## config.mk

```make
export PLATFORM = sky130hd
export DESIGN_NAME = rx_silo_mux
export DESIGN_NICKNAME = d
export VERILOG_FILES = /design/src/rtl/rxs_pkg.sv /design/src/rtl/rxs_capture.sv /design/src/rtl/rxs_arbiter.sv /design/src/rtl/rxs_fifo.sv /design/src/rtl/rxs_alarm.sv /design/src/rtl/rx_silo_mux.sv
export SDC_FILE = /design/constraint.sdc
export NUM_CORES = 1
export LEC_CHECK = 0
export BUFFER_PORTS_ARGS = -buffer_cell sky130_fd_sc_hd__buf_2
export CAP_MARGIN = 20
export CORE_ASPECT_RATIO = 0.9
export CORE_MARGIN = 2
export CORE_UTILIZATION = 60
export DETAILED_ROUTE_END_ITERATION = 10
export GPL_TIMING_DRIVEN = 0
export PLACE_DENSITY = 0.78
export SYNTH_ARGS = -nofsm -noshare
export SYNTH_HDL_FRONTEND = slang
export SYNTH_SLANG_ARGS = --single-unit
```

## constraint.sdc

```tcl
create_clock -name clk -period 4.6 [get_ports clk]
set_input_delay 0 -clock clk [delete_from_list [all_inputs] [get_ports clk]]
set_output_delay 0 -clock clk [all_outputs]
set_load 0.01 [all_outputs]
```

## src/rtl/rxs_pkg.sv

```systemverilog
package rxs_pkg;
   localparam int RXS_DATA_W  = 8;
   localparam int RXS_LINE_W  = 4;
   localparam int RXS_ALARM_W = 7;

   // Stored entry, MSB first: overrun, framing, parity, line, data (bits 14:0)
   typedef struct packed {
      logic                  ovr;
      logic                  ferr;
      logic                  perr;
      logic [RXS_LINE_W-1:0] line;
      logic [RXS_DATA_W-1:0] data;
   } rxs_entry_t;

   localparam int RXS_ENTRY_W = $bits(rxs_entry_t);
endpackage

```

## src/rtl/rxs_capture.sv

```systemverilog
module rxs_capture
   import rxs_pkg::*;
#(
   parameter int NUM_LINES = 16
) (
   input  logic                             clk,
   input  logic                             rst_n,
   input  logic [NUM_LINES-1:0]             ln_valid,
   input  logic [NUM_LINES*RXS_DATA_W-1:0]  ln_data,
   input  logic [NUM_LINES-1:0]             ln_perr,
   input  logic [NUM_LINES-1:0]             ln_ferr,
   input  logic [NUM_LINES-1:0]             grant,
   output logic [NUM_LINES-1:0]             pend,
   output rxs_entry_t [NUM_LINES-1:0]       held
);
   for (genvar i = 0; i < NUM_LINES; i++) begin : g_slot
      logic       slot_full_q;
      rxs_entry_t slot_q;
      logic       still_waiting;

      // A held character that is not taken on this edge is being displaced
      assign still_waiting = slot_full_q & ~grant[i];

      always_ff @(posedge clk or negedge rst_n) begin
         if (!rst_n) begin
            slot_full_q <= 1'b0;
            slot_q      <= '0;
         end else begin
            slot_full_q <= still_waiting | ln_valid[i];
            if (ln_valid[i]) begin
               slot_q.data <= ln_data[i*RXS_DATA_W +: RXS_DATA_W];
               slot_q.perr <= ln_perr[i];
               slot_q.ferr <= ln_ferr[i];
               slot_q.line <= RXS_LINE_W'(i);
               slot_q.ovr  <= still_waiting;
            end
         end
      end

      assign pend[i] = slot_full_q;
      assign held[i] = slot_q;
   end
endmodule

```

## src/rtl/rxs_arbiter.sv

```systemverilog
module rxs_arbiter #(
   parameter int N         = 16,
   parameter bit LOW_FIRST = 1'b1
) (
   input  logic [N-1:0] req,
   output logic [N-1:0] grant
);
   if (LOW_FIRST) begin : g_low_first
      // isolate the least significant set request
      assign grant = req & (~req + N'(1));
   end else begin : g_high_first
      always_comb begin
         grant = '0;
         for (int i = 0; i < N; i++) begin
            if (req[i]) grant = N'(1) << i;
         end
      end
   end
endmodule

```

## src/rtl/rxs_fifo.sv

```systemverilog
module rxs_fifo #(
   parameter int DEPTH = 64,
   parameter int WIDTH = 15,
   localparam int PTR_W = $clog2(DEPTH),
   localparam int CNT_W = $clog2(DEPTH + 1)
) (
   input  logic             clk,
   input  logic             rst_n,
   input  logic             wr_en,
   input  logic [WIDTH-1:0] din,
   input  logic             rd_en,
   output logic [WIDTH-1:0] dout,
   output logic [CNT_W-1:0] count,
   output logic             full,
   output logic             empty
);
   logic [WIDTH-1:0] mem_q [DEPTH];
   logic [PTR_W-1:0] wr_ptr_q, rd_ptr_q;
   logic [CNT_W-1:0] count_q;
   logic             wr_ok, rd_ok;

   assign full  = (count_q == CNT_W'(DEPTH));
   assign empty = (count_q == '0);
   assign wr_ok = wr_en & ~full;
   assign rd_ok = rd_en & ~empty;

   always_ff @(posedge clk) begin
      if (wr_ok) mem_q[wr_ptr_q] <= din;
   end

   always_ff @(posedge clk or negedge rst_n) begin
      if (!rst_n) begin
         wr_ptr_q <= '0;
         rd_ptr_q <= '0;
         count_q  <= '0;
      end else begin
         if (wr_ok) wr_ptr_q <= wr_ptr_q + PTR_W'(1);
         if (rd_ok) rd_ptr_q <= rd_ptr_q + PTR_W'(1);
         count_q <= count_q + CNT_W'(wr_ok) - CNT_W'(rd_ok);
      end
   end

   assign dout  = mem_q[rd_ptr_q];
   assign count = count_q;
endmodule

```

## src/rtl/rxs_alarm.sv

```systemverilog
module rxs_alarm #(
   parameter int CNT_W   = 7,
   parameter int ALARM_W = 7,
   localparam int CMP_W  = (CNT_W > ALARM_W) ? CNT_W : ALARM_W
) (
   input  logic [CNT_W-1:0]   count,
   input  logic               empty,
   input  logic [ALARM_W-1:0] alarm,
   input  logic               rie,
   output logic               flag,
   output logic               irq
);
   always_comb begin
      if (alarm == '0) flag = ~empty;
      else             flag = (CMP_W'(count) >= CMP_W'(alarm));
   end

   assign irq = flag & rie;
endmodule

```

## src/rtl/rx_silo_mux.sv

```systemverilog
module rx_silo_mux
   import rxs_pkg::*;
#(
   parameter int NUM_LINES = 16,
   parameter int DEPTH     = 64,
   parameter bit LOW_FIRST = 1'b1
) (
   input  logic                            clk,
   input  logic                            rst_n,
   input  logic [NUM_LINES-1:0]            ln_valid,
   input  logic [NUM_LINES*RXS_DATA_W-1:0] ln_data,
   input  logic [NUM_LINES-1:0]            ln_perr,
   input  logic [NUM_LINES-1:0]            ln_ferr,
   input  logic                            reg_sel,
   input  logic                            reg_wr,
   input  logic                            reg_rd,
   input  logic [15:0]                     reg_wdata,
   output logic [15:0]                     reg_rdata,
   output logic                            irq
);
   localparam int CNT_W = $clog2(DEPTH + 1);

   if (NUM_LINES < 1 || NUM_LINES > (1 << RXS_LINE_W)) begin : g_bad_lines
      $error("rx_silo_mux: NUM_LINES must lie in 1..16");
   end
   if (DEPTH < 2 || DEPTH >= (1 << RXS_ALARM_W) || (DEPTH & (DEPTH - 1)) != 0) begin : g_bad_depth
      $error("rx_silo_mux: DEPTH must be a power of two below 128");
   end

   logic [NUM_LINES-1:0]       pend, grant;
   rxs_entry_t [NUM_LINES-1:0] held;
   logic [RXS_ENTRY_W-1:0]     sel_vec;
   rxs_entry_t                 push_ent;
   logic [RXS_ENTRY_W-1:0]     fifo_dout;
   logic [CNT_W-1:0]           count;
   logic                       full, empty;
   logic                       push_req, push_ok, pop;
   logic                       drop_q;
   logic [RXS_ALARM_W-1:0]     alarm_q;
   logic                       rie_q;
   logic                       rx_flag;

   rxs_capture #(.NUM_LINES(NUM_LINES)) u_capture (
      .clk     (clk),
      .rst_n   (rst_n),
      .ln_valid(ln_valid),
      .ln_data (ln_data),
      .ln_perr (ln_perr),
      .ln_ferr (ln_ferr),
      .grant   (grant),
      .pend    (pend),
      .held    (held)
   );

   rxs_arbiter #(.N(NUM_LINES), .LOW_FIRST(LOW_FIRST)) u_arb (
      .req  (pend),
      .grant(grant)
   );

   // one-hot select of the granted slot
   always_comb begin
      sel_vec = '0;
      for (int i = 0; i < NUM_LINES; i++) begin
         if (grant[i]) sel_vec = sel_vec | held[i];
      end
   end

   assign push_req = |grant;
   assign push_ok  = push_req & ~full;
   assign pop      = reg_rd & ~reg_sel & ~empty;

   always_comb begin
      push_ent     = rxs_entry_t'(sel_vec);
      push_ent.ovr = push_ent.ovr | drop_q;
   end

   // remembers a discarded character until the next stored entry
   always_ff @(posedge clk or negedge rst_n) begin
      if (!rst_n)                 drop_q <= 1'b0;
      else if (push_req && full)  drop_q <= 1'b1;
      else if (push_ok)           drop_q <= 1'b0;
   end

   rxs_fifo #(.DEPTH(DEPTH), .WIDTH(RXS_ENTRY_W)) u_fifo (
      .clk  (clk),
      .rst_n(rst_n),
      .wr_en(push_ok),
      .din  (push_ent),
      .rd_en(pop),
      .dout (fifo_dout),
      .count(count),
      .full (full),
      .empty(empty)
   );

   always_ff @(posedge clk or negedge rst_n) begin
      if (!rst_n) begin
         alarm_q <= '0;
         rie_q   <= 1'b0;
      end else if (reg_wr && reg_sel) begin
         alarm_q <= reg_wdata[RXS_ALARM_W-1:0];
         rie_q   <= reg_wdata[8];
      end
   end

   rxs_alarm #(.CNT_W(CNT_W), .ALARM_W(RXS_ALARM_W)) u_alarm (
      .count(count),
      .empty(empty),
      .alarm(alarm_q),
      .rie  (rie_q),
      .flag (rx_flag),
      .irq  (irq)
   );

   always_comb begin
      if (reg_sel)    reg_rdata = {7'd0, rie_q, 1'b0, alarm_q};
      else if (empty) reg_rdata = 16'h0000;
      else            reg_rdata = {1'b1, fifo_dout};
   end
endmodule

```

== Word-level counts from Yosys, hierarchy flattened ==
Memory sizes are Yosys's and may differ from the RTL's.
Index checks and enable logic that the tools add are counted.
Storage, ports and cells
  flip-flop bits (word level): 235
  bits in writable memories: 960
  bits of input ports: 197
  output and inout port bits: 17
  logic and storage cells: 213
  memories kept: 1
Memory list
  u_fifo.mem_q: words 64, bits a word 15, read ports 1, clocked after memory_dff 0, wr ports 1, RTL line rxs_fifo.sv:17  | logic [WIDTH-1:0] mem_q [DEPTH];
Operators by class
  add/subtract/negate cells: 5
  magnitude comparators: 1
  eq/ne operators: 1
  multiplexer cells: 23
  bitwise operators: 75
  reductions and logical operators: 6
Operators with widths (count)
  15-bit two-way mux: 16
  15-bit OR: 15
  16-bit two-way mux: 2
  1-bit bitwise AND: 22
  1-bit NOT: 19
  1-bit OR: 17
  16-bit by 1-bit adder with 16-bit output, second input constant: 1
  16-bit bitwise AND: 1
  16-bit NOT: 1
  16-bit OR reduction: 1
  7-bit logical NOT: 2
  6-bit by 1-bit adder with 6-bit output, second input constant: 2
  7-bit by 1-bit adder with 7-bit output: 1
  7-bit equality test, second input constant: 1
  7-bit >= comparator: 1
  7-bit by 1-bit subtractor with 7-bit output: 1
  1-bit two-way mux: 5
  1-bit logical AND: 2
  2-bit nonzero test: 1

== Depth between registers and ports, before layout ==
  word-level depth: 35
  mapped depth: 18
  mapped depth without buffers: 18

== By module ==
From an unflattened synthesis, not the netlist that was laid out.
Second synthesis, totals
  cell total of the unflattened synthesis: 2732
  area, all modules: 48944.4 um^2
By module, submodules not included
  rxs_fifo: times used 1, cells each 1930, area each 38047.7 um^2, sequential area each 29303.1 um^2
  rxs_capture: times used 1, cells each 528, area each 8579.5 um^2, sequential area each 5180.0 um^2
  rx_silo_mux: times used 1, cells each 212, area each 1855.5 um^2, sequential area each 225.2 um^2
  rxs_arbiter: times used 1, cells each 31, area each 236.5 um^2, sequential area each 0.0 um^2
  rxs_alarm: times used 1, cells each 31, area each 225.2 um^2, sequential area each 0.0 um^2

== Worst setup path after synthesis ==
Ideal clock, no wire load.
  kind: register to register
  start: reg u_capture.g_slot[2].slot_full_q
  end: mem u_fifo.mem_q[0][12], data pin
  library setup time: 0.385 ns
  data arrival time: 2.829 ns
  data required time: 4.215 ns
  setup slack: 1.386 ns
  stages on the path, launching flop included: 9
  buffers on the path: 2
  period minus slack after synthesis: 3.214 ns
  cells stage by stage: dfrtp_1 -> buf_6 -> or4_4 -> nor4_4 -> nand4_2 -> nor3b_2 -> buf_2 -> nand2_1 -> nand4_1
RTL lines
  from (decl): RTL line rxs_capture.sv:17  | logic slot_full_q;
  from (signal assigned): RTL line rxs_capture.sv:29  | slot_full_q <= still_waiting | ln_valid[i];
  to (decl): RTL line rxs_fifo.sv:17

== Worst setup path after layout ==
  start: reg u_fifo.rd_ptr_q[1]
  end: out reg_rdata[5]
On the way
  longest elaborated chain between the ends: 3
Ends and longest elaborated chain
  from (decl): RTL line rxs_fifo.sv:18  | logic [PTR_W-1:0] wr_ptr_q, rd_ptr_q;
  from (signal assigned): RTL line rxs_fifo.sv:38  | if (rd_ok) rd_ptr_q <= rd_ptr_q + PTR_W'(1);
  memory read 64 x 15 bit
  16-bit two-way mux: RTL line rx_silo_mux.sv:117  | else if (empty) reg_rdata = 16'h0000;
  16-bit two-way mux: RTL line rx_silo_mux.sv:116  | if (reg_sel) reg_rdata = {7'd0, rie_q, 1'b0, alarm_q};
  to (decl): RTL line rx_silo_mux.sv:18  | output logic [15:0] reg_rdata,
No other way between the ends.

==> run_results.csv <==
group,metric,value,unit
finish,area_delta_synth_final,21.37,%
yosys,postSynthCellCount,2573,
sta,fin_crit,4.653,ns
global_route,use_met3,8.283,%
status,violations,"negative setup slack",
floorplanning,core,79090,sq um
global_route,grtUsageMet1,44.82,%
finish,fillers,4312,
sta,slew_viol_final,0,
global_route,antenna_found_initial,0,
drt,avgViaCountPerCell,6.652,
global_route,top_usage_layer,"met2",
yosys,ys_seq_area_share,72.78,%
floorplanning,chipHeight,271.4,microns
job,maxCapViolations,0,
clocking,htree_num_levels,3,
hold_path,holdPathStages,3,
hold_path,holdCritPathClass,"input port to register",
global_route,met2_usage,52.78,%
yosys,synth_area_per_cell,18.52,sq um
power,total_power,32.85,mW
clocking,clock-root-buffer,"clkbuf_16",
worst_setup_path,critical_path_required,4.60,ns
sta,finClkSkew,0.03605,ns
sta,fmax,214.9,MHz
drt,finalWirelength,134800,microns
worst_setup_path,cp_max_fo,10,
finish,post-route-util,73.13,%
power,power.leakage,20.38,nW
yosys,synthArstFlopShare,19.60,%
worst_setup_path,path_class,"register to output port",
finish,fin_area,57840,sq um
worst_setup_path,worst_setup_path_end_kind,"output port",
worst_setup_path,r2r_end,"u_fifo.mem_q[24][6]",
yosys,syn-num-nets,2789,
global_route,track_usage,33.40,%
worst_setup_path,cp_data_arrival_time,4.65,ns
sta,rsz0062_at_grt,"no",
sta,slew_headroom,27.20,%
clocking,cts_tree,"built",
hold_path,hp-start,"ln_valid[14]",
clocking,clk_latency,0.70,ns
yosys,synth_cell_types,69,
placed_design,portBuffers,205,
clocking,clk_pin_slew,0.06,ns
floorplanning,die-area,81700,sq um
finish,nets,3449,
worst_setup_path,r2r_start,"u_capture.g_slot[1].slot_full_q",
drt,antenna_left,0,
placed_design,gp_congestion,0.9238,
worst_setup_path,cp-start-kind,"register",
drt,drt-wirelength-per-cell,30.76,microns
yosys,synth_flop_cell,"edfxtp_1",
hold_path,min_to,"u_capture.g_slot[14].slot_full_q",
clocking,clock-sinks,1194,
finish,antenna_cells,0,
clocking,cts.path.max_buffers,3,
clocking,cts_inserted_buffers,114,
yosys,syn_area,47660,sq um
placed_design,dpl-instance-area,51110,sq um
worst_setup_path,r2r_slack,0.44,ns
floorplanning,row_count,98,
clocking,post-cts-setup-buffers,0,
finish,instances_no_fill,4381,
sta,tightestPinTransition,1.092,ns
drt,drt_iter0_markers,4544,
sta,period_share,101.1,%
worst_setup_path,reg2reg_depth,8,
global_route,overflow,0,
sta,setup_slack,-0.05288,ns
global_route,grt_pass1_wl,197200,microns
drt,vias,29140,
finish,drive_gt1_share,29.51,%
sta,setup-tns-final,-0.05288,ns
drt,dr.pass1.iters,6,
placed_design,place_hpwl,81960,microns
sta,setup_violations,1,
floorplanning,die_w,301.1,microns
global_route,grt_max_degree,127,
placed_design,post-place-cells,3889,
global_route,grt_pass1_vias,29990,
power,powerDensity,567.9,nW/um^2
sta,hold_violations,0,
power,vdd_ir_drop_max,439.2,uV
floorplanning,io_pins,214,
floorplanning,initial_utilization,60.26,%
drt,drc,0,
placed_design,dp_slack,0.6881,ns
sta,hold_slack,0.07012,ns
yosys,synth_warnings,0,
status,status,"complete, but fails checks",
yosys,synth_edf_count,960,
yosys,synth_seq_cells,1194,
cell usage in the layout, fill, tap and decap left out, types with 19 or more instances in the layout:
| master | instances |
|---|---|
| edfxtp_1 | 960 |
| dlygate4sd3_1 | 278 |
| buf_2 | 239 |
| dfrtp_1 | 234 |
| mux4_2 | 199 |
| mux2_2 | 183 |
| mux2i_1 | 128 |
| clkbuf_16 | 117 |
| clkbuf_1 | 93 |
| nand2_1 | 88 |
| a22oi_1 | 79 |
| o21ai_0 | 55 |
| nor2_1 | 51 |
| nor2_2 | 51 |
| a21oi_1 | 43 |
| a221oi_1 | 42 |
| inv_1 | 38 |
| clkinv_2 | 29 |
| buf_8 | 29 |
| nand3_1 | 28 |
| clkinv_1 | 24 |
| buf_4 | 22 |
| bufinv_16 | 19 |
worst max path at each step:
| stage | startpoint | to | slack, ns | cells after the start |
|---|---|---|---|---|
| after floorplan | u_capture.g_slot[2].slot_full_q | u_fifo.mem_q[0][12] | 1.39 | 8 |
| after global placement | u_capture.g_slot[1].slot_full_q | u_fifo.mem_q[25][4] | -0.77 | 7 |
| after detailed placement | u_fifo.count[3] | u_fifo.count[6] | 0.69 | 18 |
| after CTS | u_fifo.rd_ptr_q[1] | reg_rdata[4] | 0.04 | 10 |
| after global routing | u_fifo.rd_ptr_q[1] | reg_rdata[5] | 0.05 | 10 |
| final | u_fifo.rd_ptr_q[1] | reg_rdata[5] | -0.05 | 10 |
sequential cells by signal (all words and copies together) (netlist names):
signal / count
u_capture.held: 190
drop_q: 1
u_capture.g_slot.slot_full_q: 16
u_fifo.mem_q: 960
alarm_q: 7
u_fifo.rd_ptr_q: 6
u_fifo.count: 7
rie_q: 1
u_fifo.wr_ptr_q: 6
logic make-up after synthesis:
logic type / Yosys count / synth area share (%)
and+or+nand+nor: 325 / 3.450
DFF: 1194 / 72.78
AOI/OAI and AO/OA: 318 / 4.828
xor gates and xnor gates: 15 / 0.2757
buffers and inverters: 192 / 1.735
adders and majority gates: 19 / 0.5146
muxes: 510 / 16.42
routing by layer:
layer  wire length, microns  vias to the layer above
li1                       -                    11660
met1                  47370                    14790
met2                  63710                     2275
met3                  16810                      416
met4                   6874                        0
met5                      0                        -
power breakdown:
group | leakage (nW) | internal (mW) | switching [mW]
clock network | 1.93 | 5.72 | 4.17
registers | 11.2 | 12.7 | 0.347
logic | 7.22 | 3.83 | 6.06
total | 20.4 | 22.3 | 10.6
layout make-up:
| type | instances | area (sq um) | area share, % |
|---|---|---|---|
| Clock inverter | 88 | 963.4 | 1.666 |
| Clock buffer | 126 | 2962 | 5.120 |
| Inverter | 39 | 146.4 | 0.2531 |
| Buffer | 152 | 679.4 | 1.175 |
| Multi-Input combinational cell | 1187 | 12360 | 21.36 |
| Timing Repair Buffer | 545 | 4735 | 8.186 |
| Tap cell | 1050 | 1314 | 2.271 |
| Sequential cell | 1194 | 34680 | 59.97 |
critical path: stages, from the launching register on:
cell	delay (ns)
dfrtp_1	0.36
buf_2	0.32
buf_2	0.46
clkbuf_2	0.52
mux4_2	0.41
a22oi_1	0.51
nand2_1	0.11
a21oi_1	0.68
nand2_1	0.15
a32o_1	0.27
buf_2	0.14
cell usage after synthesis (all sizes together) (7+ instances only):
master,number,area (sq um)
a21o,16,120.1
a21oi,43,215.2
a221o,9,90.09
a221oi,42,367.9
a22o,17,148.9
a22oi,79,593.1
a32o,8,80.08
a32oi,10,87.58
buf,66,354.1
clkbuf,87,326.6
dfrtp,234,5856
edfxtp,960,28830
ha,18,225.2
inv,39,146.4
mux2,183,2061
mux2i,128,1281
mux4,199,4482
nand2,88,330.3
nand2b,8,50.05
nand3,42,215.2
nand3b,7,60.06
nand4b,13,126.4
nor2,102,387.9
nor2b,11,68.82
o2111ai,8,76.32
o211ai,10,75.07
o21ai,57,289.0
o221ai,8,70.07
or2,18,112.6
xnor2,12,105.1
what timing repair did:
item / 4_1_cts / 5_1_grt
endpoints found under the hold margin: 353 / 0
gates resized for setup: 1 / 2
endpoints found under the setup margin: 2 / 5
hold buffers: 279 / 0
Power figures use the tool's default switching activity.
